--- src/rtl/ctxid_pkg.sv ---
package ctxid_pkg;

  typedef enum logic [2:0] {
    SEL_NONE = 3'd0,
    SEL_CTX  = 3'd1,
    SEL_URW  = 3'd2,
    SEL_URO  = 3'd3,
    SEL_PRV  = 3'd4
  } sel_e;

  localparam int unsigned NUM_WORLDS = 2;
  localparam int unsigned NUM_REGS   = 4;

  // Register choice from the selector fields; SEL_NONE when not addressed
  function automatic sel_e pick_reg(input logic [2:0] op1, input logic [3:0] crn,
                                    input logic [3:0] crm, input logic [2:0] op2,
                                    input logic [3:0] crn_match);
    sel_e s;
    s = SEL_NONE;
    if (op1 == 3'd0 && crn == crn_match && crm == 4'd0) begin
      case (op2)
        3'd1:    s = SEL_CTX;
        3'd2:    s = SEL_URW;
        3'd3:    s = SEL_URO;
        3'd4:    s = SEL_PRV;
        default: s = SEL_NONE;
      endcase
    end
    return s;
  endfunction

  // Permission rule per register kind and mode
  function automatic logic may_access(input sel_e s, input logic is_wr, input logic priv);
    logic ok;
    case (s)
      SEL_URW: ok = 1'b1;
      SEL_URO: ok = priv | ~is_wr;
      SEL_CTX: ok = priv;
      SEL_PRV: ok = priv;
      default: ok = 1'b0;
    endcase
    return ok;
  endfunction

  // Slot number inside one world's bank
  function automatic logic [1:0] slot_of(input sel_e s);
    logic [2:0] t;
    t = 3'(s) - 3'd1;
    return t[1:0];
  endfunction

endpackage

--- src/rtl/ctxid_decode.sv ---
module ctxid_decode
  import ctxid_pkg::*;
#(
  parameter logic [3:0] CRN_MATCH = 4'd13,
  parameter int unsigned IDX_W = 2
) (
  input  logic             valid,
  input  logic             is_wr,
  input  logic [2:0]       op1,
  input  logic [3:0]       crn,
  input  logic [3:0]       crm,
  input  logic [2:0]       op2,
  input  logic             priv,
  output logic             hit,
  output logic             ok_rd,
  output logic             ok_wr,
  output logic             fault,
  output logic             ctx_wr,
  output logic [IDX_W-1:0] slot
);
  sel_e sel;
  logic permit;

  always_comb begin
    sel    = pick_reg(op1, crn, crm, op2, CRN_MATCH);
    hit    = valid && (sel != SEL_NONE);
    permit = may_access(sel, is_wr, priv);
    ok_rd  = hit && permit && !is_wr;
    ok_wr  = hit && permit && is_wr;
    fault  = hit && !permit;
    ctx_wr = ok_wr && (sel == SEL_CTX);
    slot   = IDX_W'(slot_of(sel));
  end
endmodule

--- src/rtl/ctxid_bank.sv ---
module ctxid_bank #(
  parameter int unsigned DATA_W = 32,
  parameter int unsigned NREGS  = 4,
  parameter int unsigned IDX_W  = 2
) (
  input  logic              clk,
  input  logic              rst_n,
  input  logic              wr_en,
  input  logic [IDX_W-1:0]  wr_slot,
  input  logic [DATA_W-1:0] wr_data,
  input  logic [IDX_W-1:0]  rd_slot,
  output logic [DATA_W-1:0] rd_val,
  output logic [DATA_W-1:0] ctx_val
);
  logic [DATA_W-1:0] regs_q [NREGS];

  for (genvar r = 0; r < NREGS; r++) begin : g_reg
    always_ff @(posedge clk or negedge rst_n) begin
      if (!rst_n)
        regs_q[r] <= '0;
      else if (wr_en && wr_slot == IDX_W'(r))
        regs_q[r] <= wr_data;
    end
  end

  assign rd_val  = regs_q[rd_slot];
  assign ctx_val = regs_q[0];
endmodule

--- src/rtl/ctxid_resp.sv ---
module ctxid_resp #(
  parameter int unsigned DATA_W = 32
) (
  input  logic              clk,
  input  logic              rst_n,
  input  logic              ok_rd,
  input  logic              fault,
  input  logic              ctx_wr,
  input  logic [DATA_W-1:0] rd_src,
  output logic [DATA_W-1:0] rd_data,
  output logic              rd_valid,
  output logic              undef_exc,
  output logic              bt_flush
);
  always_ff @(posedge clk or negedge rst_n) begin
    if (!rst_n) begin
      rd_data   <= '0;
      rd_valid  <= 1'b0;
      undef_exc <= 1'b0;
      bt_flush  <= 1'b0;
    end else begin
      rd_data   <= ok_rd ? rd_src : '0;
      rd_valid  <= ok_rd;
      undef_exc <= fault;
      bt_flush  <= ctx_wr;
    end
  end


  resp_excl_chk: assert property (@(posedge clk) disable iff (!rst_n)
    !(rd_valid && undef_exc));

  fault_zero_chk: assert property (@(posedge clk) disable iff (!rst_n)
    undef_exc |-> rd_data == '0);

  idle_zero_chk: assert property (@(posedge clk) disable iff (!rst_n)
    !rd_valid |-> rd_data == '0);
endmodule

--- src/rtl/ctxid_regfile.sv ---
module ctxid_regfile
  import ctxid_pkg::*;
#(
  parameter int unsigned DATA_W = 32,
  parameter int unsigned ASID_W = 8,
  parameter logic [3:0]  CRN_MATCH = 4'd13
) (
  input  logic              clk,
  input  logic              rst_n,
  input  logic              acc_valid,
  input  logic              acc_write,
  input  logic [2:0]        acc_op1,
  input  logic [3:0]        acc_crn,
  input  logic [3:0]        acc_crm,
  input  logic [2:0]        acc_op2,
  input  logic [DATA_W-1:0] acc_wdata,
  input  logic              acc_ns,
  input  logic              acc_priv,
  output logic [DATA_W-1:0] rd_data,
  output logic              rd_valid,
  output logic              undef_exc,
  output logic              bt_flush,
  output logic [ASID_W-1:0] mmu_asid
);
  localparam int unsigned IDX_W = $clog2(NUM_REGS);

  logic             hit, ok_rd, ok_wr, fault, ctx_wr;
  logic [IDX_W-1:0] slot;
  logic [DATA_W-1:0] bank_rd  [NUM_WORLDS];
  logic [DATA_W-1:0] bank_ctx [NUM_WORLDS];

  ctxid_decode #(.CRN_MATCH(CRN_MATCH), .IDX_W(IDX_W)) u_dec (
    .valid(acc_valid), .is_wr(acc_write), .op1(acc_op1), .crn(acc_crn),
    .crm(acc_crm), .op2(acc_op2), .priv(acc_priv), .hit(hit),
    .ok_rd(ok_rd), .ok_wr(ok_wr), .fault(fault), .ctx_wr(ctx_wr), .slot(slot)
  );

  for (genvar w = 0; w < NUM_WORLDS; w++) begin : g_world
    logic bank_we;
    assign bank_we = ok_wr && (acc_ns == w[0]);
    ctxid_bank #(.DATA_W(DATA_W), .NREGS(NUM_REGS), .IDX_W(IDX_W)) u_bank (
      .clk(clk), .rst_n(rst_n), .wr_en(bank_we), .wr_slot(slot),
      .wr_data(acc_wdata), .rd_slot(slot), .rd_val(bank_rd[w]),
      .ctx_val(bank_ctx[w])
    );
  end

  ctxid_resp #(.DATA_W(DATA_W)) u_resp (
    .clk(clk), .rst_n(rst_n), .ok_rd(ok_rd), .fault(fault), .ctx_wr(ctx_wr),
    .rd_src(bank_rd[acc_ns]), .rd_data(rd_data), .rd_valid(rd_valid),
    .undef_exc(undef_exc), .bt_flush(bt_flush)
  );

  assign mmu_asid = bank_ctx[acc_ns][ASID_W-1:0];


  flush_src_chk: assert property (@(posedge clk) disable iff (!rst_n)
    bt_flush |-> $past(acc_valid && acc_write && acc_priv && acc_op1 == 3'd0 &&
                       acc_crn == CRN_MATCH && acc_crm == 4'd0 && acc_op2 == 3'd1));

  uro_user_wr_chk: assert property (@(posedge clk) disable iff (!rst_n)
    (acc_valid && acc_write && !acc_priv && acc_op1 == 3'd0 && acc_crn == CRN_MATCH &&
     acc_crm == 4'd0 && acc_op2 == 3'd3) |=> undef_exc);

  unaddressed_chk: assert property (@(posedge clk) disable iff (!rst_n)
    (acc_valid && !hit) |=> (!rd_valid && !undef_exc && !bt_flush));

  user_asid_hold_chk: assert property (@(posedge clk) disable iff (!rst_n)
    (acc_valid && !acc_priv) |=> (mmu_asid == $past(mmu_asid) || acc_ns != $past(acc_ns)));
endmodule

--- config.mk ---
export PLATFORM = sky130hd
export DESIGN_NAME = ctxid_regfile
export DESIGN_NICKNAME = d
export VERILOG_FILES = /design/src/rtl/ctxid_pkg.sv /design/src/rtl/ctxid_decode.sv /design/src/rtl/ctxid_bank.sv /design/src/rtl/ctxid_resp.sv /design/src/rtl/ctxid_regfile.sv
export SDC_FILE = /design/constraint.sdc
export NUM_CORES = 1
export LEC_CHECK = 0
export BUFFER_PORTS_ARGS = -buffer_cell sky130_fd_sc_hd__buf_2
export CORE_MARGIN = 5
export CORE_UTILIZATION = 55
export DETAILED_ROUTE_END_ITERATION = 12
export HOLD_SLACK_MARGIN = 0.03
export PLACE_DENSITY = 0.84
export SETUP_SLACK_MARGIN = 0.1
export SLEW_MARGIN = 0
export SYNTH_ARGS = -nofsm -noshare
export SYNTH_HDL_FRONTEND = slang
export SYNTH_SLANG_ARGS = --single-unit
--- constraint.sdc ---
create_clock -name clk -period 1.1 [get_ports clk]
set_input_delay 0.11 -clock clk [delete_from_list [all_inputs] [get_ports clk]]
set_output_delay 0.11 -clock clk [all_outputs]
set_load 0.005 [all_outputs]
After elaboration in Yosys (flattened, before gate mapping)
Cells that the tools add are included.
{"block": "totals", "regBits": 291, "inputBits": 52, "output_inout_bits": 43}
{"block": "classes", "addsub": 1, "magnitude_cmp": 2, "eq_ne": 12, "n_mux": 16, "bitwise_logic": 5, "reduce_logical": 25}
{"cell": "$mux W32", "n": 8}
{"cell": "$bmux W32 S2", "n": 2}
{"cell": "$mux W8", "n": 3}
{"cell": "$logic_and A1 B1 Y1", "n": 18}
{"cell": "$eq A3 B2 Y1 const B", "n": 4}
{"cell": "$pmux W3 S4", "n": 1}
{"cell": "$eq A3 B1 Y1 const B", "n": 2}
{"cell": "$eq A3 B3 Y1 const B", "n": 2}
{"cell": "$eq A2 B2 Y1 const B", "n": 2}
{"cell": "$eq A4 B4 Y1 const B", "n": 1}
{"cell": "$logic_not A4 Y1", "n": 1}
{"cell": "$ge A3 B3 Y1 const B", "n": 1}
{"cell": "$logic_not A3 Y1", "n": 1}
{"cell": "$mux W3", "n": 1}
{"cell": "$not A2 Y3", "n": 1}
{"cell": "$pmux W1 S3", "n": 1}
{"cell": "$reduce_bool A3 Y1", "n": 1}
{"cell": "$eq A2 B1 Y1 const B", "n": 1}
{"cell": "$ge A2 B2 Y1 const B", "n": 1}
{"cell": "$logic_not A1 Y1", "n": 2}
{"cell": "$logic_not A2 Y1", "n": 1}
{"cell": "$not A1 Y1", "n": 2}
{"cell": "$not A1 Y2", "n": 1}
{"cell": "$reduce_or A2 Y1", "n": 1}
{"cell": "2 further kinds", "n": 2}

Logic depth before layout (Yosys ltp)
Gate-level depths: netlist of run 1.
{"block": "depth", "depth_word": 13, "depth_mapped": 12, "ltp_nobuf": 10}

Hierarchy
A second synthesis of run 1 with hierarchy kept.
{"block": "hier_totals", "hier_cells": 833, "area_unflattened_um2": 13566.8}
{"mod": "ctxid_bank", "n_inst": 2, "cells_per_inst": 343, "area_each_um2": 5744.3}
{"mod": "ctxid_resp", "n_inst": 1, "cells_per_inst": 70, "area_each_um2": 1131.1}
{"mod": "ctxid_regfile", "n_inst": 1, "cells_per_inst": 47, "area_each_um2": 691.9}
{"mod": "ctxid_decode", "n_inst": 1, "cells_per_inst": 30, "area_each_um2": 255.2}

Least setup slack after synthesis of run 1
Ideal clock, no wire load.
{"block": "synth_timing", "path_kind": "input to register", "startpoint": "input acc_op1[1]", "endpoint": "register g_world[1].u_bank.regs_q, in the netlist g_world[1].u_bank.ctx_val[0]", "setup_time_ps": 125, "arrival_ps": 2812, "path_slack_ps": -1837, "path_stages": 11, "path_buffers": 1, "cell_sequence": "nor4_1 nand3_1 or3b_2 inv_1 ha_1 a21o_1 a21oi_1 nor4b_4 o21ai_4 buf_6 mux2_4"}
{"block": "synth_between", "elab_chain_cells": 11, "elab_cells_between_ends": 18, "classes_between": "add/sub: 1; eq/ne: 4; mux: 2; reduce/logical: 11"}
{"item": "from (decl)", "line": "ctxid_regfile.sv:12", "text": "input logic [2:0] acc_op1,"}
{"item": "$logic_not A3 Y1 *", "line": "ctxid_pkg.sv:20", "text": "if (op1 == 3'd0 && crn == crn_match && crm == 4'd0) begin"}
{"item": "$logic_and A1 B1 Y1 * (2 in a row)", "line": "ctxid_pkg.sv:20"}
{"item": "$mux W3 *", "line": "ctxid_pkg.sv:20"}
{"item": "$eq A3 B3 Y1 / $eq A3 B1 Y1 (equally long branches)", "line": "ctxid_pkg.sv:35", "text": "case (s)"}
{"item": "$reduce_or A2 Y1 (no source line)"}
{"item": "$pmux W1 S3", "line": "ctxid_pkg.sv:35"}
{"item": "$logic_and A1 B1 Y1 (2 in a row)", "line": "ctxid_decode.sv:29", "text": "ok_wr = hit && permit && is_wr;"}
{"item": "$logic_and A1 B1 Y1", "line": "ctxid_regfile.sv:40", "text": "assign bank_we = ok_wr && (acc_ns == w[0]);"}
{"item": "$logic_and A1 B1 Y1 *", "line": "ctxid_bank.sv:21", "text": "else if (wr_en && wr_slot == IDX_W'(r))"}
{"item": "to (signal, indexed assignment)", "line": "ctxid_bank.sv:22", "text": "regs_q[r] <= wr_data;"}
{"item": "to (decl)", "line": "ctxid_bank.sv:15", "text": "logic [DATA_W-1:0] regs_q [NREGS];"}
Mark *: on every way between the ends. The rest lies on a longest branch, timed or not.
A chain may end at the register's enable or synchronous reset.

Worst setup path in the final report of run 1
{"block": "layout_timing", "startpoint": "input acc_op1[0]", "endpoint": "register u_resp.rd_data[28]"}
{"block": "layout_between", "elab_chain_cells": 13, "elab_cells_between_ends": 26, "classes_between": "add/sub: 1; eq/ne: 4; mux: 12; bitwise: 1; reduce/logical: 8"}
{"item": "$logic_not A3 Y1 *", "line": "ctxid_pkg.sv:20"}
{"item": "$logic_and A1 B1 Y1 * (2 in a row)", "line": "ctxid_pkg.sv:20"}
{"item": "$mux W3 *", "line": "ctxid_pkg.sv:20"}
{"item": "$sub A2 B1 Y2", "line": "ctxid_pkg.sv:48", "text": "t = 3'(s) - 3'd1;"}
{"item": "$not A2 Y3 (implied by the code)", "line": "ctxid_bank.sv:26", "text": "assign rd_val = regs_q[rd_slot];"}
{"item": "$bmux W32 S2", "line": "ctxid_bank.sv:26"}
{"item": "$mux W32 (implied by the code) (2 in a row)", "line": "ctxid_bank.sv:26"}
{"item": "$mux W32 (implied by the code) (3 in a row)", "line": "ctxid_regfile.sv:50", "text": ".rd_src(bank_rd[acc_ns]), .rd_data(rd_data), .rd_valid(rd_valid),"}
{"item": "$mux W32 *", "line": "ctxid_resp.sv:22", "text": "rd_data <= ok_rd ? rd_src : '0;"}
{"item": "to (signal assigned)", "line": "ctxid_resp.sv:22"}
{"item": "to (decl)", "line": "ctxid_resp.sv:10", "text": "output logic [DATA_W-1:0] rd_data,"}
Mark *: on every way between the ends. The rest lies on a longest branch, timed or not. The select of a mux whose other input is x is not followed.

==> results.json, run 1 <==
{
  "synth_xor_area_frac": 0,
  "wl_per_cell_um": 31.0,
  "clock.fmax_mhz": 387,
  "synth_cell_types": 39,
  "die_w_um": 165,
  "finalCritPeriodShare": 2.35,
  "worstSetupEndpointType": "register",
  "synth_area_leaders": "dfrtp_1, mux2_4, mux2_2",
  "tightest_slew_ps": 640,
  "layout_common_cells": "dfrtp_1, mux2_4, buf_2",
  "pre_cts_slack_ps": -1900,
  "grt_pass1_vias": 9171,
  "drive_above_1_share": 0.635,
  "cts_root_buf": "clkbuf_16",
  "path_max_fanout": 7,
  "synth_nets": 805,
  "crit_arrival_ps": 3060,
  "synth_cells": 745,
  "synth.avg_cell_area_um2": 17.8,
  "mostFrequentLayoutCell": "dfrtp_1",
  "hold_class": "primary input to asynchronous set/reset pin",
  "cap_viol_max_count": 0,
  "cpPeakStageDelay_ps": 590,
  "grt_pass1_wl_um": 55400,
  "hpwlAfterDp_um": 18900,
  "clockBufferDepth": 3,
  "drc": 0,
  "htree_num_levels": 1,
  "outcome": "finished with violations",
  "grtUsageTotal": 0.268,
  "drtIter0Drc": 836,
  "synth_simple_gate_area_share": 0.0138,
  "antenna_found_initial": 0,
  "final_nets": 1082,
  "wirelength_um": 42200,
  "synth_top_family_by_area": "multiplexers",
  "layout_min_cycle_time_ps": 2580,
  "holdWs_ps": 40.2,
  "drv_slew": 0,
  "cp.required_ps": 1570,
  "initial_core_util": 0.563,
  "numCtsBuffers": 29,
  "synth_fa_ha_area_frac": 0.00754,
  "yosysTopAreaCellShare": 0.548,
  "ant_nets": 0,
  "finClkSkew_ps": 18.9,
  "clock_sinks": 291,
  "start_kind": "primary input",
  "via_per_inst": 6.31,
  "synth_compound_area_frac": 0.0332,
  "ir_worst_vdd_uv": 1480,
  "rows": 56,
  "io_buffers": 94,
  "cts_tree": "done",
  "yosys_warnings": 0,
  "path_clk_slew_ps": 70,
  "die_h_um": 165,
  "final_core_util": 0.762,
  "syn_to_final_growth_pct": 35.5,
  "insertedDiodeCount": 0,
  "gp_congestion": 0.781,
  "core_area_um2": 23600,
  "path_cells": "buf_6 > nor4_4 > nand3_2 > or3b_4 > inv_4 > ha_4 > a21o_1 > a21oi_4 > or4b_4 > buf_6 > a21oi_4 > buf_4 > clkbuf_16 > a22o_1",
  "setup_slack_ps": -1480,
  "powerDensity_nw_per_um2": 1230,
  "slew_headroom": 0.573,
  "critPathSlowestCell": "or4b_4",
  "ys_ff_latch": 291,
  "rsz0062_at_grt": "true",
  "grt-ovfl-total": 0,
  "hold_viol": 0,
  "yosys-mux-area-fraction": 0.366,
  "fin_cells": 1362,
  "finalSetupViolations": 334,
  "dieArea_um2": 27400,
  "p_leak_nw": 9.54,
  "drt-pass1-iter-count": 5,
  "dpl.cell_count": 1215,
  "yosysSeqAreaShare": 0.548,
  "clock_insertion_delay_worst_skew_ps": 560,
  "synth_top_cell_by_area": "dfrtp_1",
  "ios": 95,
  "vias": 8599,
  "criticalPathCategory": "primary input to register",
  "grt_max_degree": 49,
  "setup-tns-final_ps": -410720,
  "netlist_area_um2": 13300,
  "violations": "setup timing"
}
==> cell usage after synthesis, drive strengths merged <==
library cell	count
nand2	1
and3	2
or4b	1
ha	8
nor3b	2
a22o	32
a21o	1
or3b	1
inv	3
nand3	1
mux4	64
nand2b	2
dfrtp	291
nand3b	1
nor4	4
clkbuf	9
o21ai	9
a211oi	2
and4b	1
buf	37
o21bai	1
nor4b	1
mux2	264
nor2	1
and4	2
a21oi	4
==> metrics by stage <==
stage	total power [mW]	instance area, um^2
after global routing	22.7	18000
after detailed placement	11.5	15000
after floorplan	11.0	13400
final	22.2	18000
after CTS	22.0	17400
after global placement	11.5	15000
==> what timing repair did <==
item,in CTS,in global routing
hold buffers,36,0
pin swaps,4,33
cloned,7,14
hold endpoints to repair,549,0
setup buffers,29,12
setup endpoints to repair,334,334
resized for setup,142,59
==> final timing paths <==
kind | start | to | slack (ps) | depth (start not counted)
setup / recovery | acc_op1[0] | u_resp.rd_data[28]$_DFF_PN0_ | -1480 | 14
hold / removal | rst_n | u_resp.rd_data[30]$_DFF_PN0_ | 40 | 2
setup reg to reg | g_world[1].u_bank.ctx_val[6]$_DFFE_PN0P_ | u_resp.rd_data[6]$_DFF_PN0_ | -380 | 4
hold reg to reg | g_world[0].u_bank.regs_q[3]$_DFFE_PN0P_ | g_world[0].u_bank.regs_q[3]$_DFFE_PN0P_ | 510 | 1
max in group asynchronous | rst_n | u_resp.rd_data[2]$_DFF_PN0_ | 410 | 3
min in group clk | acc_priv | u_resp.bt_flush$_DFF_PN0_ | 140 | 4
==> power breakdown <==
group	total, mW	internal (mW)	switching [mW]	leakage, nW
clock network	10.8	6.38	4.39	0.501
registers	10.7	10.7	0.000318	4.07
logic	0.748	0.257	0.490	4.97
==> cells by family after synthesis <==
logic type      count (synthesis)
compound gates                 49
fa+ha+maj                       8
buf+inv                        49
flops                         291
mux                           328
simple gates                   20
==> flip-flops by register name, indices dropped and copies added, names as in the netlist <==
signal	flops
g_world.u_bank.regs_q	192
u_resp.rd_valid	1
u_resp.rd_data	32
u_resp.undef_exc	1
g_world.u_bank.ctx_val	64
u_resp.bt_flush	1
==> per-layer routing <==
layer / vias up / GRT usage / share of wire
met3: 168 / 0.0477 / 0.074
met1: 4567 / 0.344 / 0.38
li1: 3376 / - / -
met2: 488 / 0.461 / 0.49
met5: - / 0 / 0
met4: 0 / 0.0941 / 0.058
==> critical path: cells and delay by family <==
kind | cells | cell delay, ps
compound gates | 4 | 610
buf+inv | 5 | 690
fa+ha+maj | 1 | 140
simple gates | 4 | 1500
==> area by class of cell <==
class                           count  area (um^2)
Inverter                            3         16.3
Sequential cell                   291         7280
Clock inverter                      9          151
Fill cell                        1161         5620
Timing Repair Buffer              292         3010
Clock buffer                       43          868
Tap cell                          319          399
Multi-Input combinational cell    405         6260
No activity file was read; power rests on OpenSTA's default activity.
==> inputs of run 2 (changes only) <==
CORE_ASPECT_RATIO = 0.8   (was not set)
PLACE_DENSITY = 0.81   (was 0.84)
clock period = 2.9 ns   (was 1.1 ns; I/O delays follow)
==> results.json, run 2 (same netlist as run 1, synthesis figures left out) <==
{
  "holdPathEnd": "g_world[0].u_bank.ctx_val[19]$_DFFE_PN0P_",
  "core_area_um2": 23600,
  "cts_setup_buffers": 0,
  "path_clk_slew_ps": 70,
  "reg2reg_depth": 2,
  "pwr-share-seq": 0.502,
  "cts_tree": "done",
  "finalCritPeriodShare": 0.908,
  "antenna_found_initial": 4,
  "powerDensity_nw_per_um2": 519,
  "crit_arrival_ps": 3050,
  "drc": 0,
  "ios": 95,
  "criticalPathCategory": "primary input to register",
  "final_core_util": 0.660,
  "path_max_fanout": 12,
  "largest_reg_flops": 192,
  "cp.required_ps": 3320,
  "worstReg2RegStart": "g_world[0].u_bank.regs_q[62]$_DFFE_PN0P_",
  "cap_viol_max_count": 0,
  "reg2reg_slack_ps": 1650,
  "holdWs_ps": 66.6,
  "clock.fmax_mhz": 380,
  "r2r-end": "u_resp.rd_data[30]$_DFF_PN0_",
  "drive_above_1_share": 0.594,
  "outcome": "finished clean",
  "n_fill_cell": 1597,
  "pwr-share-clk": 0.473,
  "hold_class": "primary input to register",
  "wirelength_um": 28100,
  "initial_core_util": 0.563,
  "clock_insertion_delay_worst_skew_ps": 550,
  "top_register": "g_world.u_bank.regs_q",
  "syn_to_final_growth_pct": 17.2,
  "finalSetupViolations": 0,
  "switchingPower_mw": 1.68,
  "mostFrequentLayoutCell": "dfrtp_1",
  "slew_headroom": 0.598,
  "numCtsBuffers": 28,
  "p_leak_nw": 8.07,
  "start_kind": "primary input",
  "hold_viol": 0,
  "die_h_um": 149,
  "clock_sinks": 291,
  "drtIter0Drc": 490,
  "worstSetupEndpointType": "register",
  "ir_worst_vdd_uv": 424,
  "gp_congestion": 0.795,
  "htree_num_levels": 1,
  "tightest_slew_ps": 599,
  "ant_nets": 0,
  "rsz0062_at_grt": "false",
  "hpwlAfterDp_um": 17800,
  "cts_root_buf": "clkbuf_16",
  "stdcell_area_um2": 15600,
  "finClkSkew_ps": 17.0,
  "total_power_mw": 8.08,
  "p_sw_frac": 0.208,
  "pwr-share-comb": 0.025,
  "grt_max_degree": 83,
  "final_nets": 935,
  "layout_min_cycle_time_ps": 2630,
  "via_per_inst": 5.91,
  "clockBufferDepth": 3,
  "die_w_um": 184,
  "vias": 7127,
  "grt_pass1_vias": 7897,
  "io_buffers": 94,
  "rows": 50,
  "worstHoldStart": "acc_wdata[19]",
  "internal_power_mw": 6.40,
  "drv_slew": 0,
  "drt-pass1-iter-count": 6,
  "grtUsageTotal": 0.213,
  "dieArea_um2": 27400,
  "layout_common_cells": "dfrtp_1, mux2_2, mux2_4",
  "grt-ovfl-total": 0,
  "hold_depth": 2,
  "wl_per_cell_um": 23.3,
  "grt_pass1_wl_um": 46000,
  "place_area_um2": 14600
}
run 2: cell count changes in the layout (fill, tap and decap cells not counted), sizes merged:
cell	delta
buf	-100
bufinv	+1
clkbuf	-18
clkinv	+1
clkinvlp	+1
diode	+1
dlygate4sd3	-34
inv	-1
run 2: cell type report:
type                    instances  area, um^2  share of cell area
inverters                       3        13.8            0.000884
clock inverters                11         196              0.0126
well taps                     312         390              0.0251
multi-input cells             405        5710               0.367
repair buffers                146        1200              0.0772
diodes                          1        2.50            0.000161
flip-flops and latches        291        7280               0.468
clock buffers                  37         764              0.0491
run 2: critical path, cell delays in order:
cell and delay (ps):
buf_2 110, nor4_4 280, nand3_1 150, or3b_4 450, ha_2 230, nand3b_1 280
nor4b_4 580, o21ai_4 180, buf_12 200, mux2_4 300
run 2: power by group through the flow:
stage                     combinational (mW)  sequential [mW]  clock, mW
after global routing                   0.231             4.06       4.07
after global placement                 0.201             4.13          0
final                                  0.201             4.06       3.82
after floorplan                       0.0178             4.14          0
after CTS                              0.207             4.06       3.89
after detailed placement               0.204             4.13          0
run 2: worst max path at each step:
stage	startpoint	to	slack (ps)	depth (start not counted)
global placement	acc_crm[1]	u_resp.rd_data[30]$_DFF_PN0_	-270	12
CTS	acc_crm[1]	g_world[0].u_bank.ctx_val[23]$_DFFE_PN0P_	270	12
global route	acc_op1[1]	g_world[1].u_bank.regs_q[28]$_DFFE_PN0P_	110	10
detailed placement	acc_crm[1]	g_world[0].u_bank.ctx_val[23]$_DFFE_PN0P_	-310	12
finish	acc_crm[1]	g_world[1].u_bank.regs_q[37]$_DFFE_PN0P_	270	10
floorplan	acc_op1[1]	g_world[1].u_bank.ctx_val[0]$_DFFE_PN0P_	70	11
run 2: per-layer routing:
layer	global-route usage	wire length, um
met5	0	41
met4	0.0480	555
met1	0.308	12700
met2	0.341	13600
met3	0.0383	1200
run 2: through the flow:
stage,cells,setup TNS (ps),setup slack (ps)
after floorplan,745,0,70.5
after global placement,1155,-56970,-266
after detailed placement,1155,-70900,-308
after CTS,1205,0,267
after global routing,1206,0,106
final,1206,0,268
run 2: repair_timing:
action / CTS / global route
hold buffers: 2 / 0
resized for setup: 0 / 0
setup endpoints to repair: 0 / 3
endpoints found under the hold margin: 69 / 0
